`src/rtl/robsig_pkg.sv`:
```
package robsig_pkg;
    // Signaling letter order; also the bank order seen at the read port.
    typedef enum logic [1:0] {
        SIG_A = 2'd0,
        SIG_B = 2'd1,
        SIG_C = 2'd2,
        SIG_D = 2'd3
    } sig_e;

    localparam int NUM_SIG = 4;
endpackage

```
`src/rtl/robsig_shadow.sv`:
```
module robsig_shadow
    import robsig_pkg::*;
#(
    parameter int NUM_CH  = 24,
    parameter int FRAME_W = 5,
    parameter int CH_W    = 5,
    parameter int BIT_W   = 3,
    parameter int ROB_BIT = 7,
    parameter int FR_A    = 6,
    parameter int FR_B    = 12,
    parameter int FR_C    = 18,
    parameter int FR_D    = 24
) (
    input  logic                             clk,
    input  logic                             rst_n,
    input  logic                             bit_en,
    input  logic                             bit_data,
    input  logic [FRAME_W-1:0]               frame_num,
    input  logic [CH_W-1:0]                  chan_idx,
    input  logic [BIT_W-1:0]                 bit_idx,
    output logic [NUM_SIG-1:0][NUM_CH-1:0]   shadow
);
    localparam logic [NUM_SIG-1:0][FRAME_W-1:0] FR_POS =
        {FRAME_W'(FR_D), FRAME_W'(FR_C), FRAME_W'(FR_B), FRAME_W'(FR_A)};

    typedef struct packed {
        logic [NUM_SIG-1:0][NUM_CH-1:0] sh;
    } shd_t;

    shd_t s_d, s_q;
    logic rob_hit;

    always_comb begin
        s_d     = s_q;
        rob_hit = bit_en && (bit_idx == BIT_W'(ROB_BIT)) && (chan_idx < CH_W'(NUM_CH));
        if (rob_hit) begin
            for (int l = 0; l < NUM_SIG; l++) begin
                if (frame_num == FR_POS[l]) begin
                    s_d.sh[l][chan_idx] = bit_data;
                end
            end
        end
    end

    always_ff @(posedge clk or negedge rst_n) begin
        if (!rst_n) s_q <= '0;
        else        s_q <= s_d;
    end

    assign shadow = s_q.sh;

    // nothing is captured without a bit strobe
    assert_idle_R2: assert property (@(posedge clk) disable iff (!rst_n)
        !bit_en |=> $stable(s_q.sh));

    // a strobe on a non-robbed bit position captures nothing
    assert_slot_R2: assert property (@(posedge clk) disable iff (!rst_n)
        (bit_idx != BIT_W'(ROB_BIT)) |=> $stable(s_q.sh));
endmodule

```
`src/rtl/robsig_bank.sv`:
```
module robsig_bank
    import robsig_pkg::*;
#(
    parameter int NUM_CH = 24
) (
    input  logic                             clk,
    input  logic                             rst_n,
    input  logic                             mf_bnd,
    input  logic                             esf_mode,
    input  logic                             sync_lost,
    input  logic                             stat_rd,
    input  logic [NUM_SIG-1:0][NUM_CH-1:0]   shadow,
    output logic [NUM_SIG-1:0][NUM_CH-1:0]   regs,
    output logic                             chg_status
);
    typedef struct packed {
        logic [NUM_SIG-1:0][NUM_CH-1:0] r;
        logic                           chg;
    } bank_t;

    bank_t s_d, s_q;
    logic  upd;
    logic  diff_ab;
    logic  diff_cd;

    always_comb begin
        s_d     = s_q;
        upd     = mf_bnd && !sync_lost;
        diff_ab = (shadow[SIG_A] != s_q.r[SIG_A]) || (shadow[SIG_B] != s_q.r[SIG_B]);
        diff_cd = (shadow[SIG_C] != s_q.r[SIG_C]) || (shadow[SIG_D] != s_q.r[SIG_D]);
        if (upd) begin
            s_d.r[SIG_A] = shadow[SIG_A];
            s_d.r[SIG_B] = shadow[SIG_B];
            if (esf_mode) begin
                s_d.r[SIG_C] = shadow[SIG_C];
                s_d.r[SIG_D] = shadow[SIG_D];
            end else begin
                s_d.r[SIG_C] = s_q.r[SIG_A];
                s_d.r[SIG_D] = s_q.r[SIG_B];
            end
        end
        if (upd && (diff_ab || (esf_mode && diff_cd))) begin
            s_d.chg = 1'b1;
        end else if (stat_rd) begin
            s_d.chg = 1'b0;
        end
    end

    always_ff @(posedge clk or negedge rst_n) begin
        if (!rst_n) s_q <= '0;
        else        s_q <= s_d;
    end

    assign regs       = s_q.r;
    assign chg_status = s_q.chg;

    // readable registers move only at a boundary
    assert_hold_R5: assert property (@(posedge clk) disable iff (!rst_n)
        !mf_bnd |=> $stable(s_q.r));

    // a boundary under loss of sync changes nothing
    assert_freeze_R6: assert property (@(posedge clk) disable iff (!rst_n)
        (mf_bnd && sync_lost) |=> $stable(s_q.r));

    // two-bit mode hands the old A down into C
    assert_handdown_R4: assert property (@(posedge clk) disable iff (!rst_n)
        (mf_bnd && !sync_lost && !esf_mode) |=> (s_q.r[SIG_C] == $past(s_q.r[SIG_A])));

    // the change bit only rises from a live boundary
    assert_rise_R7: assert property (@(posedge clk) disable iff (!rst_n)
        $rose(s_q.chg) |-> $past(mf_bnd && !sync_lost));

    // a read with no boundary clears the change bit
    assert_clear_R8: assert property (@(posedge clk) disable iff (!rst_n)
        (stat_rd && !mf_bnd) |=> !s_q.chg);
endmodule

```
`src/rtl/robsig_readmux.sv`:
```
module robsig_readmux
    import robsig_pkg::*;
#(
    parameter int NUM_CH = 24,
    parameter int REG_W  = 8,
    parameter int SEL_W  = 4
) (
    input  logic [NUM_SIG-1:0][NUM_CH-1:0] regs,
    input  logic [SEL_W-1:0]               sel,
    output logic [REG_W-1:0]               rdata
);
    localparam int NUM_GRP  = NUM_CH / REG_W;
    localparam int NUM_REGS = NUM_SIG * NUM_GRP;

    logic [NUM_REGS-1:0][REG_W-1:0] bank_bytes;

    for (genvar l = 0; l < NUM_SIG; l++) begin : g_sig
        for (genvar g = 0; g < NUM_GRP; g++) begin : g_grp
            assign bank_bytes[l*NUM_GRP + g] = regs[l][g*REG_W +: REG_W];
        end
    end

    always_comb begin
        if (int'(sel) < NUM_REGS) rdata = bank_bytes[sel];
        else                      rdata = '0;
    end
endmodule

```
`src/rtl/robsig_capture.sv`:
```
module robsig_capture
    import robsig_pkg::*;
#(
    parameter  int NUM_CH  = 24,
    parameter  int REG_W   = 8,
    parameter  int SLOT_W  = 8,
    parameter  int FRAME_W = 5,
    parameter  int CH_W    = 5,
    localparam int BIT_W   = $clog2(SLOT_W),
    localparam int SEL_W   = $clog2(NUM_SIG * NUM_CH / REG_W)
) (
    input  logic               clk,
    input  logic               rst_n,
    input  logic               bit_en,
    input  logic               bit_data,
    input  logic [FRAME_W-1:0] frame_num,
    input  logic [CH_W-1:0]    chan_idx,
    input  logic [BIT_W-1:0]   bit_idx,
    input  logic               mf_bnd,
    input  logic               esf_mode,
    input  logic               sync_lost,
    input  logic               stat_rd,
    input  logic               irq_en,
    input  logic [SEL_W-1:0]   reg_sel,
    output logic [REG_W-1:0]   reg_rdata,
    output logic               chg_status,
    output logic               irq_n
);
    logic [NUM_SIG-1:0][NUM_CH-1:0] shadow_w;
    logic [NUM_SIG-1:0][NUM_CH-1:0] regs_w;

    robsig_shadow #(
        .NUM_CH (NUM_CH),
        .FRAME_W(FRAME_W),
        .CH_W   (CH_W),
        .BIT_W  (BIT_W),
        .ROB_BIT(SLOT_W - 1)
    ) u_shadow (
        .clk      (clk),
        .rst_n    (rst_n),
        .bit_en   (bit_en),
        .bit_data (bit_data),
        .frame_num(frame_num),
        .chan_idx (chan_idx),
        .bit_idx  (bit_idx),
        .shadow   (shadow_w)
    );

    robsig_bank #(
        .NUM_CH(NUM_CH)
    ) u_bank (
        .clk       (clk),
        .rst_n     (rst_n),
        .mf_bnd    (mf_bnd),
        .esf_mode  (esf_mode),
        .sync_lost (sync_lost),
        .stat_rd   (stat_rd),
        .shadow    (shadow_w),
        .regs      (regs_w),
        .chg_status(chg_status)
    );

    robsig_readmux #(
        .NUM_CH(NUM_CH),
        .REG_W (REG_W),
        .SEL_W (SEL_W)
    ) u_rmux (
        .regs (regs_w),
        .sel  (reg_sel),
        .rdata(reg_rdata)
    );

    assign irq_n = ~(chg_status & irq_en);

    // the interrupt is never low without a pending change
    assert_irq_src_R9: assert property (@(posedge clk) disable iff (!rst_n)
        !irq_n |-> chg_status);

    // a cleared mask keeps the interrupt high
    assert_irq_mask_R9: assert property (@(posedge clk) disable iff (!rst_n)
        !irq_en |-> irq_n);
endmodule

```
`config.mk`:
```
export PLATFORM = sky130hd
export DESIGN_NAME = robsig_capture
export DESIGN_NICKNAME = d
export VERILOG_FILES = /design/src/rtl/robsig_pkg.sv /design/src/rtl/robsig_shadow.sv /design/src/rtl/robsig_bank.sv /design/src/rtl/robsig_readmux.sv /design/src/rtl/robsig_capture.sv
export SDC_FILE = /design/constraint.sdc
export NUM_CORES = 1
export LEC_CHECK = 0
export BUFFER_PORTS_ARGS = -buffer_cell sky130_fd_sc_hd__buf_2
export CORE_MARGIN = 1.5
export CORE_UTILIZATION = 62
export DETAILED_ROUTE_END_ITERATION = 10
export PLACE_DENSITY = 0.8
export REMOVE_ABC_BUFFERS = 1
export SYNTH_ARGS = -nofsm -noshare
export SYNTH_HDL_FRONTEND = slang
export SYNTH_SLANG_ARGS = --single-unit
export TNS_END_PERCENT = 5
```
`constraint.sdc`:
```
create_clock -name clk -period 2.4 [get_ports clk]
set_input_delay 0.48 -clock clk [delete_from_list [all_inputs] [get_ports clk]]
set_output_delay 0.48 -clock clk [all_outputs]
set_load 0.005 [all_outputs]
```
==> results of run 1 <==
## routing by layer
metal,global-route usage,routed length [um]
met4,0.162,1220
met3,0.0753,1960
met5,0,0
met1,0.450,10800
met2,0.522,12600
## Yosys cell counts
library cell    n  area (um2)
dfrtp_1       193        4830
xnor2_1         1        8.76
nor3_1          2        10.0
o31ai_1         1        7.51
buf_2          10        50.1
inv_1           8        30.0
buf_1           5        18.8
nand4_1         5        31.3
and4b_4         2        27.5
or3_1           3        18.8
buf_4           2        15.0
buf_6           4        45.0
clkbuf_1       24        90.1
and2b_2         1        8.76
mux2_1          9         101
nand2b_1        7        43.8
mux2_2        135        1520
o21ai_0        48         240
nor2_2          6        37.5
nand4b_1        2        17.5
mux2i_1        56         561
nor3b_1         3        22.5
a21boi_2        1        11.3
nor4_1         24         150
nand3_1         3        15.0
xor2_1         95         832
nand2_4         4        45.0
nor2_1         71         267
nand2_1        93         349
nand3b_1        3        22.5
o22ai_1         8        50.1
a22oi_1         1        7.51
or2b_1          1        7.51
and2b_1         2        15.0
nor2b_1         1        6.26
mux4_2         24         541
and4b_1         1        10.0
## logic make-up after synthesis
| logic type | share of synthesized area |
|---|---|
| and+or+nand+nor | 0.110 |
| muxes | 0.271 |
| DFF | 0.480 |
| xor gates and xnor gates | 0.0836 |
| AOI/OAI and AO/OA | 0.0315 |
| buffers and inverters | 0.0247 |
## state kept, by name, indices dropped and copies added (netlist names)
signal             cells
u_bank.chg_status      1
u_shadow.shadow       96
u_bank.regs           96
## through the flow
stage	hold WS, ps	util	total power (uW)
after floorplan	184	-	3460
after global placement	500	0.665	3720
after detailed placement	508	0.665	3720
after CTS	44.3	0.700	6420
after global routing	55.8	0.700	6580
final	19.5	0.700	6420
## area by class of cell
class                      instances  area, um2
timing repair buffer              55        434
sequential                       193       4830
fill                            1134       4770
inverter                           8       30.0
tap                              216        270
clock inverter                     9       81.3
clock buffer                      21        480
multi-input combinational        613       4990
## worst paths after layout
path / startpoint / endpoint / slack (ps) / cells past startpoint
max: u_bank.regs[22]$_DFFE_PN0P_ / reg_rdata[6] / 110 / 4
min: rst_n / u_shadow.shadow[4]$_DFFE_PN0P_ / 20 / 1
max reg2reg: u_bank.regs[72]$_DFFE_PN0P_ / u_bank.chg_status$_DFFE_PN0P_ / 390 / 5
min reg2reg: u_bank.regs[86]$_DFFE_PN0P_ / u_bank.regs[86]$_DFFE_PN0P_ / 540 / 2
max in group asynchronous: rst_n / u_bank.regs[35]$_DFFE_PN0P_ / 1650 / 2
min in group clk: stat_rd / u_bank.chg_status$_DFFE_PN0P_ / 400 / 3
## power by group through the flow
stage	clock network (uW)	logic (uW)	registers [uW]
after CTS	2760	395	3270
final	2750	395	3270
after floorplan	0	132	3330
after global placement	0	386	3330
after global routing	2890	424	3270
after detailed placement	0	394	3330
## worst max-delay path, stage by stage (launching register included)
cell and delay, ps:
dfrtp_1 450, mux4_2 500, mux2i_1 170, o22ai_1 110, buf_2 140
==> impl_metrics.json, run 1 <==
{
  "yosys_register_bits": 193,
  "power.leakage_uw": 0.00580,
  "placed_area_mm2": 0.0106,
  "most-common-layout-cells": "193 x dfrtp_1, 135 x mux2_2, 95 x xor2_1",
  "finalCritPeriodShare": 0.955,
  "net-switching-power_uw": 1500,
  "io_buffers": 35,
  "holdCritPathClass": "input pin to asynchronous set/reset pin",
  "dp_hpwl_um": 18300,
  "grt_max_degree": 97,
  "cts_resized": 0,
  "dp.cells": 1085,
  "drt-total-wl_um": 26600,
  "relSlewSlack": 0.359,
  "die_y_um": 130,
  "cap_violations": 0,
  "grtUsageTotal": 0.335,
  "cts.htree.levels": 4,
  "syn_area_mm2": 0.0101,
  "yosysUniqueCellTypes": 37,
  "crit_type": "flop to output pin",
  "worst_clock_skew_ps": 6.22,
  "setup.worst_path.start_class": "flop",
  "core_mm2": 0.0159,
  "initial_core_util": 0.634,
  "final_hold_viol_count": 0,
  "power_density_mw_per_mm2": 577,
  "cts.reportedPaths.clkPinSlew_ps": 70,
  "io_pins": 36,
  "worst-endpoint-required_ps": 1920,
  "vdd_drop_max_mv": 0.575,
  "synth_cells": 859,
  "clk_latency_ps": 440,
  "setup_tns_ps": 0,
  "ys_seq_area_frac": 0.480,
  "drc": 0,
  "final_nets": 914,
  "clkSinkCount": 193,
  "drtPass1Iterations": 5,
  "pwr-share-comb": 0.062,
  "fp.dieW_um": 130,
  "ys_warn_count": 0,
  "drive_gt1_frac": 0.288,
  "syn_to_final_growth_pct": 10.5,
  "seq_power_share": 0.509,
  "crit_fanout": 4,
  "p_sw_frac": 0.234,
  "cts-root-buf": "clkbuf_16",
  "numCtsBuffers": 17,
  "drtIter0Drc": 680,
  "finalSetupViolations": 0,
  "fin_cells": 1115,
  "core.rowCount": 46,
  "worstMarginPinSlew_ps": 961,
  "slew_violations": 0,
  "grt_pass1_wl_um": 41500,
  "dr_total_vias": 7074,
  "grt_pass1_vias": 7333,
  "antenna_found_initial": 0,
  "grt_overflow": 0,
  "status": "finished, final reports clean",
  "final_area_mm2": 0.0111,
  "cts_tree": "built",
  "final_common_cell": "dfrtp_1",
  "ctsHoldBuffers": 0,
  "endpoint_kind": "output pin",
  "fmax_mhz": 436,
  "clk_path_buf_depth": 2,
  "rsz0062_at_grt": "no",
  "gp_congestion": 0.937,
  "pwr-share-clk": 0.429,
  "ant_nets": 0,
  "power.internal_uw": 4920,
  "die_area_mm2": 0.0170,
  "post_cts_buffers": 0,
  "wl_per_cell_um": 23.8,
  "fin_ws_ps": 109,
  "layout_min_cycle_time_ps": 2290,
  "avgViaCountPerCell": 6.34,
  "n_antenna_cell": 0,
  "place_ws_ps": 143,
  "avgSynthCellArea_um2": 11.7,
  "cp.arrival_ps": 1810
}
Power figures use the tool's default switching activity.
==> run 2: changes to the inputs <==
--- a/config.mk
+++ b/config.mk
@@ -5,11 +5,12 @@
 export SDC_FILE = /design/constraint.sdc
 export NUM_CORES = 1
 export LEC_CHECK = 0
+export ABC_AREA = 1
 export BUFFER_PORTS_ARGS = -buffer_cell sky130_fd_sc_hd__buf_2
 export CORE_MARGIN = 1.5
-export CORE_UTILIZATION = 62
+export CORE_UTILIZATION = 63
 export DETAILED_ROUTE_END_ITERATION = 10
-export PLACE_DENSITY = 0.8
+export PLACE_DENSITY = 0.81
 export REMOVE_ABC_BUFFERS = 1
 export SYNTH_ARGS = -nofsm -noshare
 export SYNTH_HDL_FRONTEND = slang
==> run 2 against run 1 <==
Effect of this change:
- area after synthesis rose by 2.9%
- global-route usage rose by 0.30 points
- first-iteration DRC count rose by 65%
- critical path depth rose by 5
- clock-buffer cell count rose by 3
- die area rose by 1.2%
- critical path type is now input pin to output pin
==> impl_metrics.json, run 2 <==
{
  "status": "finished, final reports clean",
  "yosysUniqueCellTypes": 27,
  "drt-total-wl_um": 28400,
  "dp_hpwl_um": 18900,
  "post_cts_buffers": 0,
  "p_sw_frac": 0.266,
  "slew_violations": 0,
  "power.leakage_uw": 0.00517,
  "io_buffers": 35,
  "grt_overflow": 0,
  "setup.worst_path.start_class": "input pin",
  "synth_xor_area_frac": 0.0516,
  "relSlewSlack": 0.510,
  "numCtsBuffers": 17,
  "ys_warn_count": 0,
  "holdCritPathClass": "input pin to asynchronous set/reset pin",
  "cp.arrival_ps": 1700,
  "power_uw": 7210,
  "cts_tree": "built",
  "drtPass1Iterations": 7,
  "grt_pass1_wl_um": 45400,
  "dr.max_layer_used": "met4",
  "crit_fanout": 37,
  "max_stage_delay_ps": 230,
  "seq_power_share": 0.486,
  "syn_to_final_growth_pct": 9.68,
  "placed_area_mm2": 0.0108,
  "ys_seq_area_frac": 0.466,
  "synth_top_family_by_area": "simple AND/OR/NAND/NOR gates",
  "dr_wl_met2_um": 13200,
  "synth_cells": 1384,
  "drc": 0,
  "gp_congestion": 0.899,
  "antenna_found_initial": 0,
  "cts.reportedPaths.clkPinSlew_ps": 70,
  "syn_area_mm2": 0.0104,
  "pwr-share-clk": 0.398,
  "grt_pass1_vias": 8812,
  "route.layer.met1.wl_um": 11700,
  "worst_clock_skew_ps": 8.41,
  "clkSinkCount": 193,
  "cp_slowest_cell": "a21oi_1",
  "yosysMostFrequentCell": "nand2_1",
  "core_mm2": 0.0159,
  "die_area_mm2": 0.0172,
  "synth_compound_area_frac": 0.198,
  "ys.flop_type": "dfrtp_1",
  "drive_gt1_frac": 0.0663,
  "synth_top_area_cell": "dfrtp_1",
  "fin_worst_hold_slack_ps": 10.9,
  "io_pins": 36,
  "core.rowCount": 46,
  "final_hold_viol_count": 0,
  "die_y_um": 131,
  "power_density_mw_per_mm2": 635,
  "most-common-layout-cells": "322 x nand2_1, 207 x o21ai_0, 193 x dfrtp_1",
  "final_common_cell": "nand2_1",
  "avgViaCountPerCell": 5.82,
  "cts-root-buf": "clkbuf_16",
  "rsz0062_at_grt": "no",
  "synth-simple-area-share": 0.198,
  "crit_type": "input pin to output pin",
  "initial_core_util": 0.649,
  "finalSetupViolations": 0,
  "yosysTopAreaCellShare": 0.466,
  "layout_min_cycle_time_ps": 2180,
  "synth_edf_count": 0,
  "ctsHoldBuffers": 0,
  "dr_total_vias": 9417,
  "worst-endpoint-required_ps": 1920,
  "yosys_register_bits": 193,
  "route.met3.wl_um": 2390,
  "async_flop_share": 1.00,
  "final_area_mm2": 0.0114,
  "cap_violations": 0,
  "yosys-top-cells-area": "dfrtp_1 47%, nand2_1 12%, o21ai_0 10%, nor2_1 6.5%, inv_1 5.4%",
  "cts.htree.levels": 4,
  "cp_common_cell": "a21oi_1",
  "grtUsageTotal": 0.338,
  "yosys.area_share.adder": 0,
  "clk_latency_ps": 430,
  "finalCritPeriodShare": 0.907,
  "final_nets": 1415,
  "grt_max_degree": 98,
  "vdd_drop_max_mv": 0.522,
  "avgSynthCellArea_um2": 7.48,
  "n_antenna_cell": 0,
  "net-switching-power_uw": 1920,
  "cts_resized": 0,
  "pwr-share-comb": 0.116,
  "synthTopCellsByCount": "322 x nand2_1, 207 x o21ai_0, 193 x dfrtp_1",
  "wl_per_cell_um": 17.6,
  "power.internal_uw": 5300,
  "endpoint_kind": "output pin",
  "drtIter0Drc": 1125,
  "ant_nets": 0,
  "fmax_mhz": 459,
  "synth_mux_area_frac": 0,
  "fp.dieW_um": 131,
  "worstMarginPinSlew_ps": 733,
  "setup_tns_ps": 0,
  "crit_chain": "buf_2, inv_2, buf_12, a21oi_1, o21ai_0, a21oi_1, nor2_1, a21oi_1, buf_2",
  "clk_path_buf_depth": 2
}
## run 2: cell types whose count changed after synthesis, sizes merged, moves of 23 or more
| cell | previous run | this run |
|---|---|---|
| nand2 | 97 | 323 |
| o21ai | 48 | 207 |
| mux2 | 144 | 0 |
| inv | 8 | 151 |
| nor2 | 77 | 180 |
| a21oi | 0 | 100 |
| xor2 | 95 | 9 |
| mux2i | 56 | 0 |
| xnor2 | 1 | 52 |
| o31ai | 1 | 33 |
| mux4 | 24 | 0 |
| nor4 | 24 | 0 |
| o211ai | 0 | 23 |
## run 2: through the flow
step,std cells,utilization,worst slack (ps)
after floorplan,1312,-,-4340
after global placement,1586,0.675,242
after detailed placement,1586,0.675,255
after CTS,1618,0.712,241
after global routing,1618,0.712,69.0
final,1618,0.712,223
## run 2: worst paths after layout
kind,end,cells after the start,slack (ps),startpoint
setup reg to reg,u_bank.chg_status$_DFFE_PN0P_,11,730,u_bank.regs[28]$_DFFE_PN0P_
hold reg to reg,u_bank.chg_status$_DFFE_PN0P_,2,510,u_bank.chg_status$_DFFE_PN0P_
max in group asynchronous,u_bank.regs[24]$_DFFE_PN0P_,2,1670,rst_n
min in group clk,u_bank.chg_status$_DFFE_PN0P_,4,280,stat_rd
setup / recovery,reg_rdata[0],9,220,reg_sel[0]
hold / removal,u_bank.regs[85]$_DFFE_PN0P_,1,10,rst_n
## run 2: critical path, delay by kind of cell
kind	cells	cell delay, ps
buffers and inverters	4	570
AOI/OAI and AO/OA	4	590
and+or+nand+nor	1	50
## run 2: power by group through the flow
stage	clock network, uW	logic (uW)	registers (uW)
2_1_floorplan	0	452	3520
3_3_place_gp	0	802	3560
3_5_place_dp	0	821	3560
4_1_cts	2890	830	3500
5_1_grt	3010	939	3520
6_report	2870	837	3510
## run 2: logic make-up after synthesis
group,count (synthesis)
XOR/XNOR,61
AO/OA/AOI/OAI,377
AND/OR/NAND/NOR,530
flip-flops,193
buffers and inverters,223
## run 2: final cells by class
| type | count | area (um2) |
|---|---|---|
| repair buffers | 58 | 457 |
| fillers | 1263 | 4590 |
| clock inverters | 8 | 101 |
| clock buffers | 24 | 492 |
| multi-input cells | 968 | 4640 |
| flip-flops and latches | 193 | 4830 |
| well taps | 216 | 270 |
| inverters | 151 | 567 |
## run 2: per-layer routing
metal,track usage,vias up
met1,0.451,4410
met5,0,-
met4,0.165,0
met3,0.0656,72
li1,-,4489
met2,0.533,446
==> run 3: changes to the inputs <==
==> constraint.sdc (replaced) <==
create_clock -name clk -period 2.5 [get_ports clk]
set_input_delay 0.5 -clock clk [delete_from_list [all_inputs] [get_ports clk]]
set_output_delay 0.5 -clock clk [all_outputs]
set_load 0.005 [all_outputs]
==> run 3 against run 2 <==
Effect of this change:
- clock-buffer cell count is 3 lower
- via count fell by 0.53%
- power is 4.9% lower
- final area down 0.73%
- clock power down 6%
- setup slack got worse by 69 ps
- wire length decreased by 0.49%
- largest power group unchanged
- die area is the same
- utilization decreased by 0.52 points
==> impl_metrics.json, run 3 (synthesis results as in run 2) <==
{
  "status": "finished, final reports clean",
  "finalSetupViolations": 0,
  "place_ws_ps": 205,
  "die_y_um": 131,
  "drc": 0,
  "dp_hpwl_um": 18800,
  "fin_worst_hold_slack_ps": 32.9,
  "n_fill_cell": 1306,
  "power.leakage_uw": 0.00515,
  "rsz0062_at_grt": "no",
  "cp.arrival_ps": 1850,
  "slew_violations": 0,
  "ff2ff_setup_slack_ps": 800,
  "drive_gt1_frac": 0.0644,
  "io_pins": 36,
  "multiInputGateArea_mm2": 0.00464,
  "final_hold_viol_count": 0,
  "endpoint_kind": "output pin",
  "seq_area_mm2": 0.00483,
  "cts-root-buf": "clkbuf_16",
  "grt_overflow": 0,
  "core.rowCount": 46,
  "dr_total_vias": 9367,
  "drt-total-wl_um": 28300,
  "most-common-layout-cells": "322 x nand2_1, 207 x o21ai_0, 193 x dfrtp_1",
  "r2r_start": "u_bank.regs[75]$_DFFE_PN0P_",
  "cap_violations": 0,
  "n_antenna_cell": 0,
  "grt_pass1_wl_um": 45500,
  "post_cts_buffers": 0,
  "power_density_mw_per_mm2": 608,
  "grt_pass1_vias": 8759,
  "core_mm2": 0.0159,
  "relSlewSlack": 0.515,
  "numCtsBuffers": 17,
  "cts_resized": 0,
  "io_buffers": 35,
  "grtUsageTotal": 0.339,
  "final_common_cell": "nand2_1",
  "startpoint": "reg_sel[1]",
  "clk_path_buf_depth": 2,
  "layout_min_cycle_time_ps": 2350,
  "cts.reportedPaths.clkPinSlew_ps": 70,
  "worstMarginPinSlew_ps": 726,
  "placed_area_mm2": 0.0107,
  "vdd_drop_max_mv": 0.496,
  "holdCritPathClass": "input pin to asynchronous set/reset pin",
  "syn_to_final_growth_pct": 8.88,
  "drtPass1Iterations": 8,
  "crit_type": "input pin to output pin",
  "worst-endpoint-required_ps": 2000,
  "gp_congestion": 0.955,
  "fin_ws_ps": 154,
  "fmax_mhz": 426,
  "grt_max_degree": 98,
  "setup.worst_path.start_class": "input pin",
  "die_area_mm2": 0.0172,
  "reg2regPathDepth": 13,
  "final_area_mm2": 0.0113,
  "drtIter0Drc": 1157,
  "initial_core_util": 0.649,
  "worst_clock_skew_ps": 8.96,
  "finalCritPeriodShare": 0.938,
  "avgViaCountPerCell": 5.80,
  "utilization": 0.707,
  "ctsHoldBuffers": 0,
  "clk_latency_ps": 440,
  "crit_end": "reg_rdata[1]",
  "fp.dieW_um": 131,
  "r2r-end": "u_bank.chg_status$_DFFE_PN0P_",
  "final_nets": 1412,
  "clkSinkCount": 193,
  "antenna_found_initial": 0,
  "wl_per_cell_um": 17.5,
  "crit_fanout": 13,
  "ant_nets": 0,
  "cts_tree": "built",
  "cts.htree.levels": 4
}
[run 3: cell count changes in the layout (fill, tap and decap cells not counted), sizes merged]
cell,change
clkinv,+4
clkbuf,-3
clkinvlp,-2
buf,-3
[run 3: per-stage QoR]
step                total power, uW  TNS [ps]  instances
finish                         6860         0       1614
floorplan                      3810   -297420       1312
detailed placement             4200         0       1583
CTS                            6850         0       1614
global placement               4180         0       1583
global route                   7100         0       1614
[run 3: cell type report]
type                    count  share of cell area
flip-flops and latches    193               0.428
multi-input cells         968               0.412
clock inverters            10             0.00977
clock buffers              21              0.0408
inverters                 151              0.0503
well taps                 216              0.0240
repair buffers             55              0.0352
[run 3: worst max-delay path, cell delays in order]
cell     delay [ps]
buf_2           200
inv_1           270
a21oi_1         180
o21ai_0         100
a21oi_1         130
nor2_1           50
a21oi_1         230
buf_2           170
[run 3: where the power goes]
| part | switching, uW | internal (uW) |
|---|---|---|
| combinational | 543 | 251 |
| clock | 1180 | 1520 |
| sequential | 116 | 3240 |
| total | 1840 | 5010 |
[run 3: routing by layer]
layer  part of all wire  global-route usage  up-vias
met5                  0                   0        -
met4              0.033               0.137        0
met3              0.079              0.0617       67
met2               0.47               0.538      416
met1               0.42               0.465     4411
li1                   -                   -     4473
[run 3: worst min path at each step]
stage                                          from                               to  slack (ps)  depth (start not counted)
finish                                        rst_n  u_shadow.shadow[85]$_DFFE_PN0P_          30                          1
global route                                  rst_n      u_bank.regs[84]$_DFFE_PN0P_          70                          1
detailed placement  u_shadow.shadow[28]$_DFFE_PN0P_      u_bank.regs[28]$_DFFE_PN0P_         500                          2
floorplan                                     rst_n    u_bank.chg_status$_DFFE_PN0P_         200                          0
global placement    u_shadow.shadow[28]$_DFFE_PN0P_      u_bank.regs[28]$_DFFE_PN0P_         480                          2
CTS                                           rst_n  u_shadow.shadow[85]$_DFFE_PN0P_          60                          1
